--- config.mk ---
export PLATFORM = sky130hd
export DESIGN_NAME = lineFieldEncoder
export DESIGN_NICKNAME = d
export VERILOG_FILES = /design/src/rtl/lpf_pkg.sv /design/src/rtl/lpfSync.sv /design/src/rtl/lpfControl.sv /design/src/rtl/lpfDatapath.sv /design/src/rtl/lineFieldEncoder.sv
export SDC_FILE = /design/constraint.sdc
export NUM_CORES = 1
export LEC_CHECK = 0
export BUFFER_PORTS_ARGS = -buffer_cell sky130_fd_sc_hd__buf_4
export CORE_MARGIN = 1.5
export CORE_UTILIZATION = 30
export CTS_BUF_LIST = sky130_fd_sc_hd__clkbuf_8
export CTS_CLUSTER_DIAMETER = 150
export DETAILED_ROUTE_END_ITERATION = 6
export GPL_TIMING_DRIVEN = 0
export PLACE_DENSITY = 0.55
export RECOVER_POWER = 50
export SLEW_MARGIN = 20
export SYNTH_ARGS = -nofsm -noshare
export SYNTH_HDL_FRONTEND = slang
export SYNTH_SLANG_ARGS = --single-unit
--- constraint.sdc ---
create_clock -name clk -period 3.1 [get_ports clk]
set_input_delay 0.155 -clock clk [delete_from_list [all_inputs] [get_ports clk]]
set_output_delay 0.155 -clock clk [all_outputs]
set_load 0.1 [all_outputs]
--- src/rtl/lpf_pkg.sv ---
package lpf_pkg;

  // Strobes from the control to the datapath, one cycle wide each.
  typedef struct packed {
    logic countEn;  // count one line
    logic load;     // field boundary: capture count, clear counter
    logic emit;     // drive next MSB and shift
    logic quiet;    // end of window: drive data low
  } lpfStrobe_t;

endpackage

--- src/rtl/lpfSync.sv ---
module lpfSync #(
  parameter int SYNC_STAGES = 2
) (
  input  logic clk,
  input  logic rstN,
  input  logic asyncN,
  output logic syncLevel
);

  logic [SYNC_STAGES:0] chain;

  assign chain[0] = asyncN;

  generate
    for (genvar i = 0; i < SYNC_STAGES; i++) begin : gStage
      always_ff @(posedge clk or negedge rstN) begin
        if (!rstN) chain[i+1] <= 1'b1;
        else       chain[i+1] <= chain[i];
      end
    end
  endgenerate

  assign syncLevel = chain[SYNC_STAGES];

endmodule

--- src/rtl/lpfControl.sv ---
module lpfControl
  import lpf_pkg::*;
#(
  parameter int WORD_W     = 11,
  parameter int LEAD_EDGES = 3
) (
  input  logic       clk,
  input  logic       rstN,
  input  logic       hLevel,
  input  logic       vLevel,
  output lpfStrobe_t strobe
);

  localparam int PH_END = LEAD_EDGES + WORD_W;
  localparam int PH_W   = $clog2(PH_END + 1);
  localparam logic [PH_W-1:0] EMIT_LO  = PH_W'(LEAD_EDGES - 1);
  localparam logic [PH_W-1:0] EMIT_HI  = PH_W'(LEAD_EDGES + WORD_W - 2);
  localparam logic [PH_W-1:0] QUIET_AT = PH_W'(LEAD_EDGES + WORD_W - 1);
  localparam logic [PH_W-1:0] PH_LAST  = PH_W'(PH_END);

  logic            hPrev, vPrev;
  logic            hFall, vFall;
  logic            armed;
  logic [PH_W-1:0] phase;
  logic            advance;

  always_ff @(posedge clk or negedge rstN) begin
    if (!rstN) begin
      hPrev <= 1'b1;
      vPrev <= 1'b1;
    end else begin
      hPrev <= hLevel;
      vPrev <= vLevel;
    end
  end

  assign hFall = hPrev & ~hLevel;
  assign vFall = vPrev & ~vLevel;

  assign advance = hFall & armed & ~vFall & (phase < PH_LAST);

  always_ff @(posedge clk or negedge rstN) begin
    if (!rstN) begin
      armed <= 1'b0;
      phase <= '0;
    end else if (vFall) begin
      armed <= 1'b1;
      phase <= '0;
    end else if (advance) begin
      phase <= phase + 1'b1;
    end
  end

  always_comb begin
    strobe.countEn = hFall & vLevel;
    strobe.load    = vFall;
    strobe.emit    = advance & (phase >= EMIT_LO) & (phase <= EMIT_HI);
    strobe.quiet   = advance & (phase == QUIET_AT);
  end

endmodule

--- src/rtl/lpfDatapath.sv ---
module lpfDatapath
  import lpf_pkg::*;
#(
  parameter int WORD_W = 11
) (
  input  logic              clk,
  input  logic              rstN,
  input  lpfStrobe_t        strobe,
  output logic [WORD_W-1:0] lineCount,
  output logic [WORD_W-1:0] shiftWord,
  output logic              dataOut
);

  localparam logic [WORD_W-1:0] CNT_MAX = '1;

  always_ff @(posedge clk or negedge rstN) begin
    if (!rstN)                                        lineCount <= '0;
    else if (strobe.load)                             lineCount <= '0;
    else if (strobe.countEn && lineCount != CNT_MAX)  lineCount <= lineCount + 1'b1;
  end

  always_ff @(posedge clk or negedge rstN) begin
    if (!rstN)            shiftWord <= '0;
    else if (strobe.load) shiftWord <= lineCount;
    else if (strobe.emit) shiftWord <= {shiftWord[WORD_W-2:0], 1'b0};
  end

  always_ff @(posedge clk or negedge rstN) begin
    if (!rstN)             dataOut <= 1'b0;
    else if (strobe.load)  dataOut <= 1'b0;
    else if (strobe.emit)  dataOut <= shiftWord[WORD_W-1];
    else if (strobe.quiet) dataOut <= 1'b0;
  end

endmodule

--- src/rtl/lineFieldEncoder.sv ---
module lineFieldEncoder
  import lpf_pkg::*;
#(
  parameter int WORD_W      = 11,
  parameter int LEAD_EDGES  = 3,
  parameter int SYNC_STAGES = 2
) (
  input  logic clk,
  input  logic rstN,
  input  logic hSyncN,
  input  logic vSyncN,
  output logic fmtData
);

  logic              hLevel, vLevel;
  lpfStrobe_t        strobe;
  logic [WORD_W-1:0] lineCount;
  logic [WORD_W-1:0] shiftWord;

  lpfSync #(.SYNC_STAGES(SYNC_STAGES)) uHSync (
    .clk(clk), .rstN(rstN), .asyncN(hSyncN), .syncLevel(hLevel)
  );

  lpfSync #(.SYNC_STAGES(SYNC_STAGES)) uVSync (
    .clk(clk), .rstN(rstN), .asyncN(vSyncN), .syncLevel(vLevel)
  );

  lpfControl #(.WORD_W(WORD_W), .LEAD_EDGES(LEAD_EDGES)) uCtrl (
    .clk(clk), .rstN(rstN), .hLevel(hLevel), .vLevel(vLevel), .strobe(strobe)
  );

  lpfDatapath #(.WORD_W(WORD_W)) uData (
    .clk(clk), .rstN(rstN), .strobe(strobe),
    .lineCount(lineCount), .shiftWord(shiftWord), .dataOut(fmtData)
  );

endmodule

== Yosys cells after proc, flatten, opt, wreduce, memory -nomap -nowiden ==
Cells that the tools add are included.

* Register bits after elaboration: 34
* Input bits: 4
* Output and inout port bits: 1
* Logic and storage cells: 44

* Add/subtract/negate cells: 2
* Magnitude comparators: 3
* Equal/unequal tests: 2
* Multiplexer cells: 9
* Bitwise operators: 12
* Reduce and logical (&&, ||, !) cells: 5

{| class="wikitable"
|+ Operators with widths
! cell !! number
|-
| two-way mux 11 bit || 4
|-
| adder 11 x 1 -> 11 bit, second input constant || 1
|-
| != test 11 bit, second input constant || 1
|-
| bitwise AND 1 bit || 9
|-
| two-way mux 4 bit || 2
|-
| nonzero test 2 bit || 3
|-
| adder 4 x 1 -> 4 bit, second input constant || 1
|-
| equality test 4 bit, second input constant || 1
|-
| greater-or-equal comparator 4 x 2 -> 1 bit, second input constant || 1
|-
| <= comparator 4 bit, second input constant || 1
|-
| < comparator 4 bit, second input constant || 1
|-
| two-way mux 1 bit || 3
|-
| NOT 1 bit || 3
|-
| nonzero test 3 bit || 1
|-
| logical AND 1 bit || 1
|}

== Logic depth before layout (Yosys ltp) ==
* Depth in word-level cells: 9
* Depth in mapped cells: 7
* Mapped depth without buffers: 6

== Modules after synthesis ==
From an unflattened synthesis, not the netlist that was laid out.

* Cell total of the unflattened synthesis: 162
* Area total of the unflattened synthesis: 1,725.4 um^2

{| class="wikitable"
|+ By module, submodules not included
! module !! times used !! cells an instance !! area an instance (um^2) !! seq. area each (um^2)
|-
| lpfDatapath || 1 || 124 || 1,234.9 || 575.6
|-
| lpfControl || 1 || 34 || 385.4 || 177.7
|-
| lpfSync || 2 || 2 || 52.6 || 52.6
|}

== Worst setup path before layout ==
Ideal clock, no wire load.

* Path kind: flip-flop to flip-flop
* From: reg uCtrl.phase[1]
* To: reg uData.shiftWord[1]
* Library setup time: 0.125 ns
* Arrival time: 1.598 ns
* Data required time: 2.975 ns
* Slack: 1.377 ns
* Cell stages (with the launch flop): 8
* Buffers on the path: 1
* Clock period less this slack: 1.723 ns
* Cell sequence: dfrtp_1 > inv_1 > ha_1 > nand2b_4 > a311oi_2 > nor2_2 > buf_6 > mux2_4

* Word-level cells in the longest chain between the ends: 5
* Elaborated cells between the ends (all ways): 7
* Those cells by class: order compare: 3; bitwise: 3; reduce/logical: 1

{| class="wikitable"
|+ Ends and longest elaborated chain
! item !! line !! text
|-
| from (decl) || lpfControl.sv:24 || <nowiki>logic [PH_W-1:0] phase;</nowiki>
|-
| from (signal assigned) || lpfControl.sv:50 || <nowiki>phase <= phase + 1'b1;</nowiki>
|-
| < comparator 4 bit || lpfControl.sv:40 || <nowiki>assign advance = hFall & armed & ~vFall & (phase < PH_LAST);</nowiki>
|-
| bitwise AND 1 bit || lpfControl.sv:40 ||
|-
| bitwise AND 1 bit || lpfControl.sv:57 || <nowiki>strobe.emit = advance & (phase >= EMIT_LO) & (phase <= EMIT_HI);</nowiki>
|-
| bitwise AND 1 bit (*) || lpfControl.sv:57 ||
|-
| nonzero test 2 bit (no line) (*) || n/a ||
|-
| to (signal assigned) || lpfDatapath.sv:24 || <nowiki>else if (strobe.load) shiftWord <= lineCount;</nowiki>
|-
| to (signal assigned) || lpfDatapath.sv:25 || <nowiki>else if (strobe.emit) shiftWord <= {shiftWord[WORD_W-2:0], 1'b0};</nowiki>
|-
| to (decl) || lpfDatapath.sv:10 || <nowiki>output logic [WORD_W-1:0] shiftWord,</nowiki>
|}

Mark *: on every way between the ends. The rest lies on a longest branch, timed or not.
A chain may end at the register's enable or synchronous reset.

==> results.md <==
- The worst setup path is captured at an asynchronous set/reset pin.
- By count the netlist is led by sky130_fd_sc_hd__nand2_1, sky130_fd_sc_hd__dfrtp_1, sky130_fd_sc_hd__mux2_4.
- The floorplan row count is 27.
- Static timing analysis puts the maximum clock frequency at 503 MHz.
- The residual DRC count is 0.
- The finished cells cover 1970 sq um.
- The number of antenna violations at the first check in global routing is 0.
- The area occupied by multi-input gates is 797 sq um.
- Sorting the synthesized cells by area gives the leading types as sky130_fd_sc_hd__dfrtp_1, sky130_fd_sc_hd__dfstp_2, sky130_fd_sc_hd__mux2_4, sky130_fd_sc_hd__nand2_1, sky130_fd_sc_hd__ha_1.
- Power comes to 1080 uW.
- For the pin with the worst max-slew slack, the measured transition is 1.87 ns.
- The number of nets handed over by synthesis was 168.
- The wire length on met3 is 86 microns.
- The filler cell count is 545.
- Power spread over the standard cell area amounts to 549 nW/um^2.
- The count of endpoints failing hold in the final timing report is 0.
- The analysis attributes to cell leakage a power of 0.000867 uW.
- The cell area that synthesis handed to floorplanning was 1710 sq um.
- The TritonCTS clock tree is yes.
- The post-detailed-routing wire length is 3100 microns.
- The number of buffers and inverters on the critical path is 2.
- The endpoint identified for the worst register-to-register timing path is uData.shiftWord[4]$_DFFE_PN0P_.
- The worst-case reg-to-reg path depth is 7.
- The cell type group with the largest total delay on the critical path is buffers and inverters.
- Clock-pin slew was measured on the worst setup and hold paths at 0.07 ns.
- Across all setup checks in the final design, the least slack found is 1.11 ns.
- The post-detailed-placement cell area is 1830 sq um.
- The proportion of synthesized flip-flops having asynchronous set or reset is 100%.
- Yosys printed 0 warnings.
- Among all cell types in the netlist, the one instantiated most often is sky130_fd_sc_hd__nand2_1.
- The global routing usage summed across all routing layers is 12.3%.
- The number of setup buffers added after CTS is 0.
- The number of enable flip-flop cells after synthesis is 0.
- The biggest area consumer among synthesized cells is sky130_fd_sc_hd__dfrtp_1.
- The maximum clock skew at final layout is 0.00424 ns.
- The wire length per cell is 12.6 microns.
- The final-report setup violation count is 0.
- 5 I/O pins were placed.
- Across the whole layout, storage elements account for 858 sq um.
- Traced cell by cell, the critical path runs through dlygate4sd3_1, clkbuf_1.
- The depth of the CTS H-tree is 2.
- The run finished, with violations left.
- The path type of the worst min-delay path is reg2reg.
- The final reports fail on max-capacitance violations, max-slew violations.
- The number of library cell types mapped by synthesis is 49.
- The placed wire-length estimate is 2140 microns.
- The critical register-to-register path startpoint is uCtrl.phase[1]$_DFFE_PN0P_.
- The width of the die is 78.6 microns.
- Max-cap violations in this run came to 1.
- The area enclosed by the die boundary is 6180 sq um.
- In this run, synthesis produced a sequential element count of 34.
- The average instance in the mapped netlist occupies 10.7 sq um.
- The cell count after synthesis came out at 160.
- The number of antenna repair diodes is 0.
- The total global routing overflow is 0.
- Once detail routing completed, the nets flagged for antenna violations numbered 0.
- Setup repair after global routing left no endpoint under its margin.
- The most instantiated flip-flop cell in the synthesis netlist is sky130_fd_sc_hd__dfrtp_1.
- The maximum net fanout on the critical path is 34.
- In the final timing run, aggregate negative setup slack is 0 ns.
- Of the synthesized area, sequential elements account for 50.1%.
- For this run, the slowest stage of the critical path takes 1.34 ns.
- In the finished design, the share of the clock period the worst path needs comes to 64.2%.
- The time the final worst path needs with I/O delays and setup is 1.99 ns.
- Counting instances, the worst hold path has a depth of 0.
- The via count of the routed design is 1168.
- Summed over all nets, wire length on met2 after detailed routing comes to 1340 microns.
- For this block, the initial DRC count from the detailed router was 63.
- The area share of the largest cell type after synthesis is 40.9%.
- The launch point of the critical path is rstN.
- OpenSTA, run right after detailed placement, puts the worst setup slack at 1.22 ns.
- The number of CTS-inserted buffers is 5.
- The data arrival time at the worst-slack endpoint is 2.03 ns.
- The number of pins exceeding their max-slew limit in the final report came to 35.
- The top routing layer in use is met4.
- In this run the tool buffered the top-level ports with 4 buffer cells.
- The worst path required time is 3.14 ns.
- After the last flow step, the layout net total stands at 182.
- CTS saw 34 sinks.
- The floorplan step defined a core boundary enclosing 5510 sq um.
- The maximum clock insertion buffer count is 2.
- The area growth from synthesis to layout is 14.9%.
- The final weighted congestion in routability-driven placement is 0.800.
- The slowest library cell on the worst path is sky130_fd_sc_hd__clkbuf_1.
- The first TritonRoute pass finished after 4 iterations.
- The worst supply voltage drop on vdd is 0.228 mV.
- After detailed routing, the number of vias per cell comes to 4.73.
- The tightest hold margin is 0.363 ns.
- In this run the register-to-register setup slack is 1.22 ns.
- The pin count of the biggest net entering global routing is 35.
- The wire length of the first global-routing pass is 5860 microns.
- Clock latency on the worst-skew pair, taken at its later pin, is 0.29 ns.
- The worst max-slew margin expressed relative to the limit is -24.4%.
- The length of routed wiring on met1 is 1620 microns.
- The end point of the worst hold path is uHSync.syncLevel$_DFF_PN1_.
- In this run the vertical extent of the chip is 78.6 microns.
- The kind of launch point of the worst setup path is an input pin.
- The via count of the first global-routing pass came to 1235.
- The clock root buffer is sky130_fd_sc_hd__clkbuf_8.
- The initial core utilization is 31.1%.
- The worst setup path is of the in2async kind.
- The worst hold path begins at uHSync.chain[1]$_DFF_PN1_.
- Cells with a size suffix above 1 make up 19.4% of the layout.
[state kept, by name, summed over array words and instances, names as in the netlist]
signal and cells:
uVSync.chain 1, uCtrl.armed 1, uHSync.syncLevel 1, uCtrl.phase 4, uData.lineCount 11, uCtrl.hPrev 1
uHSync.chain 1, uCtrl.vPrev 1, uVSync.syncLevel 1, uData.shiftWord 11, uData.dataOut 1
[what timing repair did]
action | 4_1_cts | 5_1_grt
endpoints found under the hold margin | 30 | 0
gates resized for setup | 0 | 0
hold buffers | 3 | 0
[cells in the final DEF, fill, tap and decap left out, types with 4 or more instances in the layout]
master,instances
sky130_fd_sc_hd__dfrtp_1,28
sky130_fd_sc_hd__nand2_1,30
sky130_fd_sc_hd__inv_1,7
sky130_fd_sc_hd__nand3_1,6
sky130_fd_sc_hd__dfstp_2,4
sky130_fd_sc_hd__nor2_1,7
sky130_fd_sc_hd__a21oi_1,5
sky130_fd_sc_hd__clkbuf_8,5
sky130_fd_sc_hd__ha_1,4
sky130_fd_sc_hd__o21ai_0,6
sky130_fd_sc_hd__mux2_4,9
[worst max-delay path by stage]
| stage | end | slack [ns] | depth (start not counted) |
|---|---|---|---|
| final | uData.shiftWord[5]$_DFFE_PN0P_ | 1.11 | 2 |
| after global routing | uData.lineCount[5]$_DFFE_PN0P_ | 0.71 | 2 |
| after CTS | uData.shiftWord[4]$_DFFE_PN0P_ | 1.20 | 7 |
| after detailed placement | uData.shiftWord[1]$_DFFE_PN0P_ | 1.22 | 7 |
| after global placement | uData.shiftWord[1]$_DFFE_PN0P_ | 1.25 | 7 |
| after floorplan | uData.shiftWord[1]$_DFFE_PN0P_ | 1.38 | 7 |
[report_power, final]
group	internal (uW)	switching [uW]
Sequential	487	33.6
Clock	236	164
Combinational	85.1	74.2
Total	809	272
[area by class of cell]
type                            instances  share of cell area [%]
Clock inverter                          3                    2.03
Clock buffer                            5                    3.49
Multi-Input combinational cell        113                    40.5
Buffer                                  6                    1.65
Sequential cell                        34                    43.6
Inverter                                7                    1.33
Tap cell                               72                    4.57
Timing Repair Buffer                    7                    2.86
[cell families after synthesis]
| group | count (synthesis) | synth area share, % |
|---|---|---|
| muxes | 12 | 9.71 |
| DFF | 34 | 50.1 |
| adders and majority gates | 4 | 2.92 |
| AOI/OAI and AO/OA | 31 | 13.9 |
| buffers and inverters | 13 | 3.43 |
| and+or+nand+nor | 65 | 19.5 |
| xor gates and xnor gates | 1 | 0.511 |
[metal layers]
metal | global-route usage, % | vias up
li1 | - | 591
met1 | 16.0 | 559
met2 | 18.6 | 11
met3 | 3.49 | 7
met4 | 5.89 | 0
met5 | 0 | -
[stage by stage]
stage / instances / util, %
2_1_floorplan: 160 / -
3_3_place_gp: 236 / 33.3
3_5_place_dp: 236 / 33.3
4_1_cts: 247 / 35.8
5_1_grt: 247 / 35.8
6_report: 247 / 35.8
(Power assumes the default switching activity.)
